<file path="config.mk">
export PLATFORM = sky130hd
export DESIGN_NAME = bridge_write_retry
export DESIGN_NICKNAME = d
export VERILOG_FILES = /design/src/rtl/bwr_pkg.sv /design/src/rtl/bwr_ctrl.sv /design/src/rtl/bwr_datapath.sv /design/src/rtl/bridge_write_retry.sv
export SDC_FILE = /design/constraint.sdc
export NUM_CORES = 1
export LEC_CHECK = 0
export BUFFER_PORTS_ARGS = -buffer_cell sky130_fd_sc_hd__buf_2
export CAP_MARGIN = 25
export CORE_ASPECT_RATIO = 1.25
export CORE_MARGIN = 4
export CORE_UTILIZATION = 37
export DETAILED_ROUTE_END_ITERATION = 8
export MAX_ROUTING_LAYER = met4
export PLACE_DENSITY = 0.54
export SETUP_SLACK_MARGIN = 0.15
export SYNTH_ARGS = -nofsm -noshare
export SYNTH_HDL_FRONTEND = slang
export SYNTH_HIERARCHICAL = 1
export SYNTH_SLANG_ARGS = --single-unit
</file>
<file path="constraint.sdc">
create_clock -name clk -period 11.5 [get_ports clk]
set_input_delay 1.15 -clock clk [delete_from_list [all_inputs] [get_ports clk]]
set_output_delay 1.15 -clock clk [all_outputs]
set_load 0.02 [all_outputs]
</file>
<file path="src/rtl/bwr_pkg.sv">
package bwr_pkg;

  localparam logic [2:0] TERM_NORMAL = 3'd0;
  localparam logic [2:0] TERM_RETRY  = 3'd1;
  localparam logic [2:0] TERM_DISC   = 3'd2;
  localparam logic [2:0] TERM_TABORT = 3'd3;
  localparam logic [2:0] TERM_MABORT = 3'd4;

  localparam logic [2:0] STAT_COMPLETE = 3'd0;
  localparam logic [2:0] STAT_RETRY    = 3'd1;
  localparam logic [2:0] STAT_DISC     = 3'd2;
  localparam logic [2:0] STAT_TABORT   = 3'd3;
  localparam logic [2:0] STAT_MABORT   = 3'd4;

  typedef enum logic [2:0] {
    ST_IDLE,
    ST_ISSUE,
    ST_WAIT_TERM,
    ST_RESPOND,
    ST_ERROR
  } ctrlStateT;

  // strobes from control to datapath
  typedef struct packed {
    logic load;     // capture a new request, clear the retry count
    logic capture;  // capture the termination of the current attempt
    logic cntInc;   // count one retried attempt
    logic respond;  // final or intermediate response cycle
    logic fault;    // retry limit exhausted
  } ctlStrobeT;

endpackage

</file>
<file path="src/rtl/bwr_ctrl.sv">
module bwr_ctrl
  import bwr_pkg::*;
(
  input  logic       clk,
  input  logic       rstN,
  input  logic       reqValid,
  input  logic       termValid,
  input  logic [2:0] termCode,
  input  logic       postedQ,
  input  logic       exhaustNext,
  input  logic       termRetryQ,
  output ctlStrobeT  ctl,
  output logic       reqReady,
  output logic       issueStrobe,
  output logic       done
);

  ctrlStateT state, stateNext;

  always_ff @(posedge clk) begin
    if (!rstN) state <= ST_IDLE;
    else       state <= stateNext;
  end

  always_comb begin
    stateNext   = state;
    ctl         = '0;
    ctl.respond = (state == ST_RESPOND);
    ctl.fault   = (state == ST_ERROR);
    case (state)
      ST_IDLE: begin
        if (reqValid) begin
          ctl.load  = 1'b1;
          stateNext = ST_ISSUE;
        end
      end
      ST_ISSUE: stateNext = ST_WAIT_TERM;
      ST_WAIT_TERM: begin
        if (termValid) begin
          ctl.capture = 1'b1;
          if (termCode == TERM_RETRY) begin
            ctl.cntInc = 1'b1;
            if (postedQ)          stateNext = ST_ISSUE;
            else if (exhaustNext) stateNext = ST_ERROR;
            else                  stateNext = ST_RESPOND;
          end else begin
            stateNext = ST_RESPOND;
          end
        end
      end
      ST_RESPOND: stateNext = termRetryQ ? ST_ISSUE : ST_IDLE;
      ST_ERROR:   stateNext = ST_IDLE;
      default:    stateNext = ST_IDLE;
    endcase
  end

  assign reqReady    = (state == ST_IDLE);
  assign issueStrobe = (state == ST_ISSUE);
  assign done        = ((state == ST_RESPOND) && !termRetryQ) || (state == ST_ERROR);

endmodule

</file>
<file path="src/rtl/bwr_datapath.sv">
module bwr_datapath
  import bwr_pkg::*;
#(
  parameter int BURST_W       = 8,
  parameter int LIMIT_LO_LOG2 = 24,
  parameter int LIMIT_HI_LOG2 = 32
) (
  input  logic               clk,
  input  logic               rstN,
  input  ctlStrobeT          ctl,
  input  logic               reqPosted,
  input  logic [BURST_W-1:0] reqBurst,
  input  logic               limitSel,
  input  logic [2:0]         termCode,
  input  logic               serrEnable,
  input  logic               nonDeliveryDis,
  output logic               postedQ,
  output logic               exhaustNext,
  output logic               termRetryQ,
  output logic               initStatusValid,
  output logic [2:0]         initStatus,
  output logic               rxTaSet,
  output logic               sigTaSet,
  output logic               serrStrobe
);

  localparam int CNT_W = LIMIT_HI_LOG2 + 1;

  logic             multiQ;
  logic             limSelQ;
  logic [2:0]       termQ;
  logic [2:0]       termNorm;
  logic [CNT_W-1:0] retryCnt;
  logic [CNT_W-1:0] limitVal;
  logic [CNT_W:0]   cntPlusOne;
  logic [2:0]       mappedStatus;

  // undefined codes collapse onto master abort
  assign termNorm = (termCode > TERM_MABORT) ? TERM_MABORT : termCode;

  always_ff @(posedge clk) begin
    if (!rstN) begin
      postedQ  <= 1'b0;
      multiQ   <= 1'b0;
      limSelQ  <= 1'b0;
      termQ    <= TERM_NORMAL;
      retryCnt <= '0;
    end else begin
      if (ctl.load) begin
        postedQ  <= reqPosted;
        multiQ   <= (reqBurst > BURST_W'(1));
        limSelQ  <= limitSel;
        retryCnt <= '0;
      end
      if (ctl.capture) termQ <= termNorm;
      // saturating so unlimited posted retries never wrap
      if (ctl.cntInc && !(&retryCnt)) retryCnt <= retryCnt + 1'b1;
    end
  end

  assign limitVal    = limSelQ ? (CNT_W'(1) << LIMIT_HI_LOG2) : (CNT_W'(1) << LIMIT_LO_LOG2);
  assign cntPlusOne  = {1'b0, retryCnt} + 1'b1;
  assign exhaustNext = (cntPlusOne >= {1'b0, limitVal});
  assign termRetryQ  = (termQ == TERM_RETRY);

  always_comb begin
    case (termQ)
      TERM_RETRY:  mappedStatus = STAT_RETRY;
      TERM_TABORT: mappedStatus = STAT_TABORT;
      TERM_MABORT: mappedStatus = STAT_MABORT;
      default:     mappedStatus = multiQ ? STAT_DISC : STAT_COMPLETE;
    endcase
  end

  assign initStatusValid = ctl.respond && !postedQ;
  assign initStatus      = initStatusValid ? mappedStatus : STAT_COMPLETE;
  assign rxTaSet         = initStatusValid && (termQ == TERM_TABORT);
  assign sigTaSet        = rxTaSet;
  assign serrStrobe      = ctl.fault && serrEnable && !nonDeliveryDis;

endmodule

</file>
<file path="src/rtl/bridge_write_retry.sv">
module bridge_write_retry
  import bwr_pkg::*;
#(
  parameter int BURST_W       = 8,
  parameter int LIMIT_LO_LOG2 = 24,
  parameter int LIMIT_HI_LOG2 = 32
) (
  input  logic               clk,
  input  logic               rstN,
  input  logic               reqValid,
  input  logic               reqPosted,
  input  logic [BURST_W-1:0] reqBurst,
  input  logic               limitSel,
  output logic               reqReady,
  output logic               issueStrobe,
  input  logic               termValid,
  input  logic [2:0]         termCode,
  input  logic               serrEnable,
  input  logic               nonDeliveryDis,
  output logic               initStatusValid,
  output logic [2:0]         initStatus,
  output logic               rxTaSet,
  output logic               sigTaSet,
  output logic               serrStrobe,
  output logic               done
);

  ctlStrobeT ctl;
  logic      postedQ;
  logic      exhaustNext;
  logic      termRetryQ;

  bwr_ctrl i_ctrl (
    .clk         (clk),
    .rstN        (rstN),
    .reqValid    (reqValid),
    .termValid   (termValid),
    .termCode    (termCode),
    .postedQ     (postedQ),
    .exhaustNext (exhaustNext),
    .termRetryQ  (termRetryQ),
    .ctl         (ctl),
    .reqReady    (reqReady),
    .issueStrobe (issueStrobe),
    .done        (done)
  );

  bwr_datapath #(
    .BURST_W       (BURST_W),
    .LIMIT_LO_LOG2 (LIMIT_LO_LOG2),
    .LIMIT_HI_LOG2 (LIMIT_HI_LOG2)
  ) i_datapath (
    .clk             (clk),
    .rstN            (rstN),
    .ctl             (ctl),
    .reqPosted       (reqPosted),
    .reqBurst        (reqBurst),
    .limitSel        (limitSel),
    .termCode        (termCode),
    .serrEnable      (serrEnable),
    .nonDeliveryDis  (nonDeliveryDis),
    .postedQ         (postedQ),
    .exhaustNext     (exhaustNext),
    .termRetryQ      (termRetryQ),
    .initStatusValid (initStatusValid),
    .initStatus      (initStatus),
    .rxTaSet         (rxTaSet),
    .sigTaSet        (sigTaSet),
    .serrStrobe      (serrStrobe)
  );

endmodule

</file>
==> results.yml <==
cts:
  cts_hold_buf: 0
  cts_inserted_buffers: 5
  cts_tree: "yes"
  cts_buffer_depth: 2
  post_cts_resized: 0
  clock_latency_ps: 290
  cts_setup_buffers: 0
  root_buffer: "clkbuf_8"
  cts_sinks: 42
  cts-htree-levels: 2
  clk_pin_slew_ps: 80
pwr:
  irDropWorstVdd_mv: 0.0439
  powerDensity_nw_per_um2: 89.2
  seqPwrFrac_pct: 53.8
  leakagePower_nw: 1.10
  power_frac_clock_pct: 36.1
  combPwrFrac_pct: 10.2
  p_sw_share_pct: 25.8
  p_sw_uw: 72.0
  p_int_uw: 207
timing:
  setup_tns_ps: 0
  max_slew_margin_pct: 46.5
  finalMaxSlewViolations: 0
  fmax_mhz: 241
  rsz0062_at_grt: "false"
  fin_skew_ps: 5.22
  worst_pin_slew_ps: 802
  period_share_pct: 36.1
  setup-violations-final: 0
  finalHoldViolations: 0
  period_needed_ps: 4150
grt:
  grt_pass1_vias: 2548
  track_usage_pct: 16.9
  antenna_found_initial: 0
  grt_pass1_wl_microns: 12500
  grt_max_degree: 52
  grt_overflow: 0
floorplan:
  start_util_pct: 38.5
  boundaryPins: 29
  core_area_sq_um: 7490
  rows: 35
  dieArea_sq_um: 9280
  die_w_microns: 87.0
  dieHeight_microns: 107
detailed_routing:
  initialDrtViolationCount: 154
  remaining_drc_errors: 0
  wl_per_cell_microns: 15.3
  dr.pass1.iters: 4
  via_per_inst: 5.77
  antenna_left: 0
  via_count: 2815
  routed_wirelength_microns: 7450
setup_path:
  cp.buffers_inverters: 1
  critPathArrivalTime_ps: 4340
  critical-path-top-cell-by-count: "ha_1"
  worst_setup_path_start_kind: "flip-flop"
  crit_path_end_kind: "flip-flop"
  required_ps: 11680
  cp_top_family: "simple AND/OR/NAND/NOR gates"
  max_stage_delay_ps: 460
  cp_cell_sequence: "ha_1 > nand3_4 > nor4_1 > buf_4 > nand3_1 > or2_1 > nor2_1 > ha_1 > ha_1 > nand3_1 > nor3_1 > o2111ai_1 > nor4_1 > nand4_1 > o211ai_1 > and4bb_2 > o21ai_0"
  worst-path-max-fanout: 8
  crit_type: "reg -> reg"
  crit_slowest_cell: "dfxtp_1"
placement:
  dpl.hpwl_microns: 5310
  place_congestion: 0.795
  portBuffers: 27
finish:
  n_antenna_cell: 0
  final_cell_mix: "dfxtp_1 (42), nor2_1 (41), o21ai_0 (32)"
  layout_commonest_cell: "dfxtp_1"
  drive_gt1_share_pct: 13.1
  syn_to_final_growth_pct: 8.51
  fin_util_pct: 41.8
  fin_nets: 419
synth:
  syn_area_sq_um: 2880
  seq_area_frac_synth_pct: 29.2
  synth_edf_count: 0
  synth_area_leader_cell: "dfxtp_1"
  syn_avg_cell_area_sq_um: 7.51
  syn-num-nets: 408
  synth-seq-cells: 42
  ys_warn_count: 6
  synth_top_area_share_pct: 29.2
  synthCells: 384
  ys_types: 62
  async_flop_share_pct: 0
  synth_area_leaders: "dfxtp_1 (29%), o21ai_0 (5.6%), nor2_1 (5.3%), a21oi_1 (4.9%), nand3_1 (4.2%)"
  synth-main-ff-cell: "dfxtp_1"
run_status:
  outcome: "finished, final reports clean"
job:
  maxCapViolCount: 0
min_path:
  holdCritPathClass: "reg -> reg"
## final cells by class
class | instances | area, sq um
clock buffer | 7 | 86.3
clock inverter | 1 | 5.00
fill | 791 | 4360
inverter | 6 | 22.5
multi-input combinational | 309 | 1890
sequential | 42 | 841
tap | 92 | 115
timing repair buffer | 31 | 169
## kinds of logic (layout without fill, tap and decap cells)
logic type,after synthesis,after routing,synth area share [%]
buffers and inverters,33,45,5.29
AO/OA/AOI/OAI,100,100,21.3
XOR/XNOR,13,13,3.95
AND/OR/NAND/NOR,187,187,36.7
flip-flops,42,42,29.2
multiplexers,4,4,1.43
adder cells (fa/ha/maj),5,5,2.17
## worst paths after layout
check	cells past startpoint	slack, ps	end	start
setup / recovery	17	7350	i_ctrl/state[0]	i_datapath/retryCnt[0]
hold / removal	1	510	i_datapath/multiQ	i_datapath/multiQ
setup reg to reg	17	7350	i_ctrl/state[0]	i_datapath/retryCnt[0]
hold reg to reg	1	510	i_datapath/multiQ	i_datapath/multiQ
## worst register-to-register path: cells and delay by family (launching register included)
kind            cells  cell delay (ps)
simple gates       10             1980
fa+ha+maj           3              890
compound gates      3              510
flops               1              460
buf+inv             1              200
## power by group through the flow
stage / Combinational, mW / Clock, mW / Sequential [mW]
2_1_floorplan: 0.0205 / 0 / 0.152
3_3_place_gp: 0.0275 / 0 / 0.153
3_5_place_dp: 0.0287 / 0 / 0.153
4_1_cts: 0.0288 / 0.106 / 0.150
5_1_grt: 0.0316 / 0.110 / 0.151
6_report: 0.0283 / 0.101 / 0.150
## Yosys cell counts (3+ instances only)
cell and count:
a211oi_1 4, a21boi_0 5, a21oi_1 28, a22oi_1 3
a31oi_1 6, and2_1 4, and3_1 7, and4_1 3
buf_4 3, clkbuf_1 19, dfxtp_1 42, ha_1 5
inv_1 6, mux2i_1 3, nand2_1 24, nand2b_1 3
nand3_1 24, nand3b_1 10, nand4_1 10, nor2_1 41
nor2b_1 9, nor3_1 17, nor3b_1 3, nor4_1 10
o211a_1 3, o21ai_0 32, or3_1 3, xnor2_1 7
xor2_1 6
## through the flow
step	instance area, sq um	hold WS, ps	total power [mW]	cells	setup slack [ps]
floorplan	2880	464	0.172	384	7630
detailed placement	3040	491	0.182	480	7370
global placement	3030	488	0.181	479	7350
finish	3130	510	0.279	488	7350
global route	3130	533	0.292	488	6880
CTS	3130	511	0.284	488	7340
## metal layers
metal,part of all wire [%],GRT usage [%]
met2,48,27.4
met1,47,21.7
met3,4.7,2.92
met4,0.74,4.12
met5,0,-
## state kept, by name (all words and copies together) (netlist names)
register             count
i_datapath/termQ         3
i_datapath/retryCnt     33
i_ctrl/state             3
i_datapath/multiQ        1
i_datapath/limSelQ       1
i_datapath/postedQ       1
No activity file was read; power rests on OpenSTA's default activity.
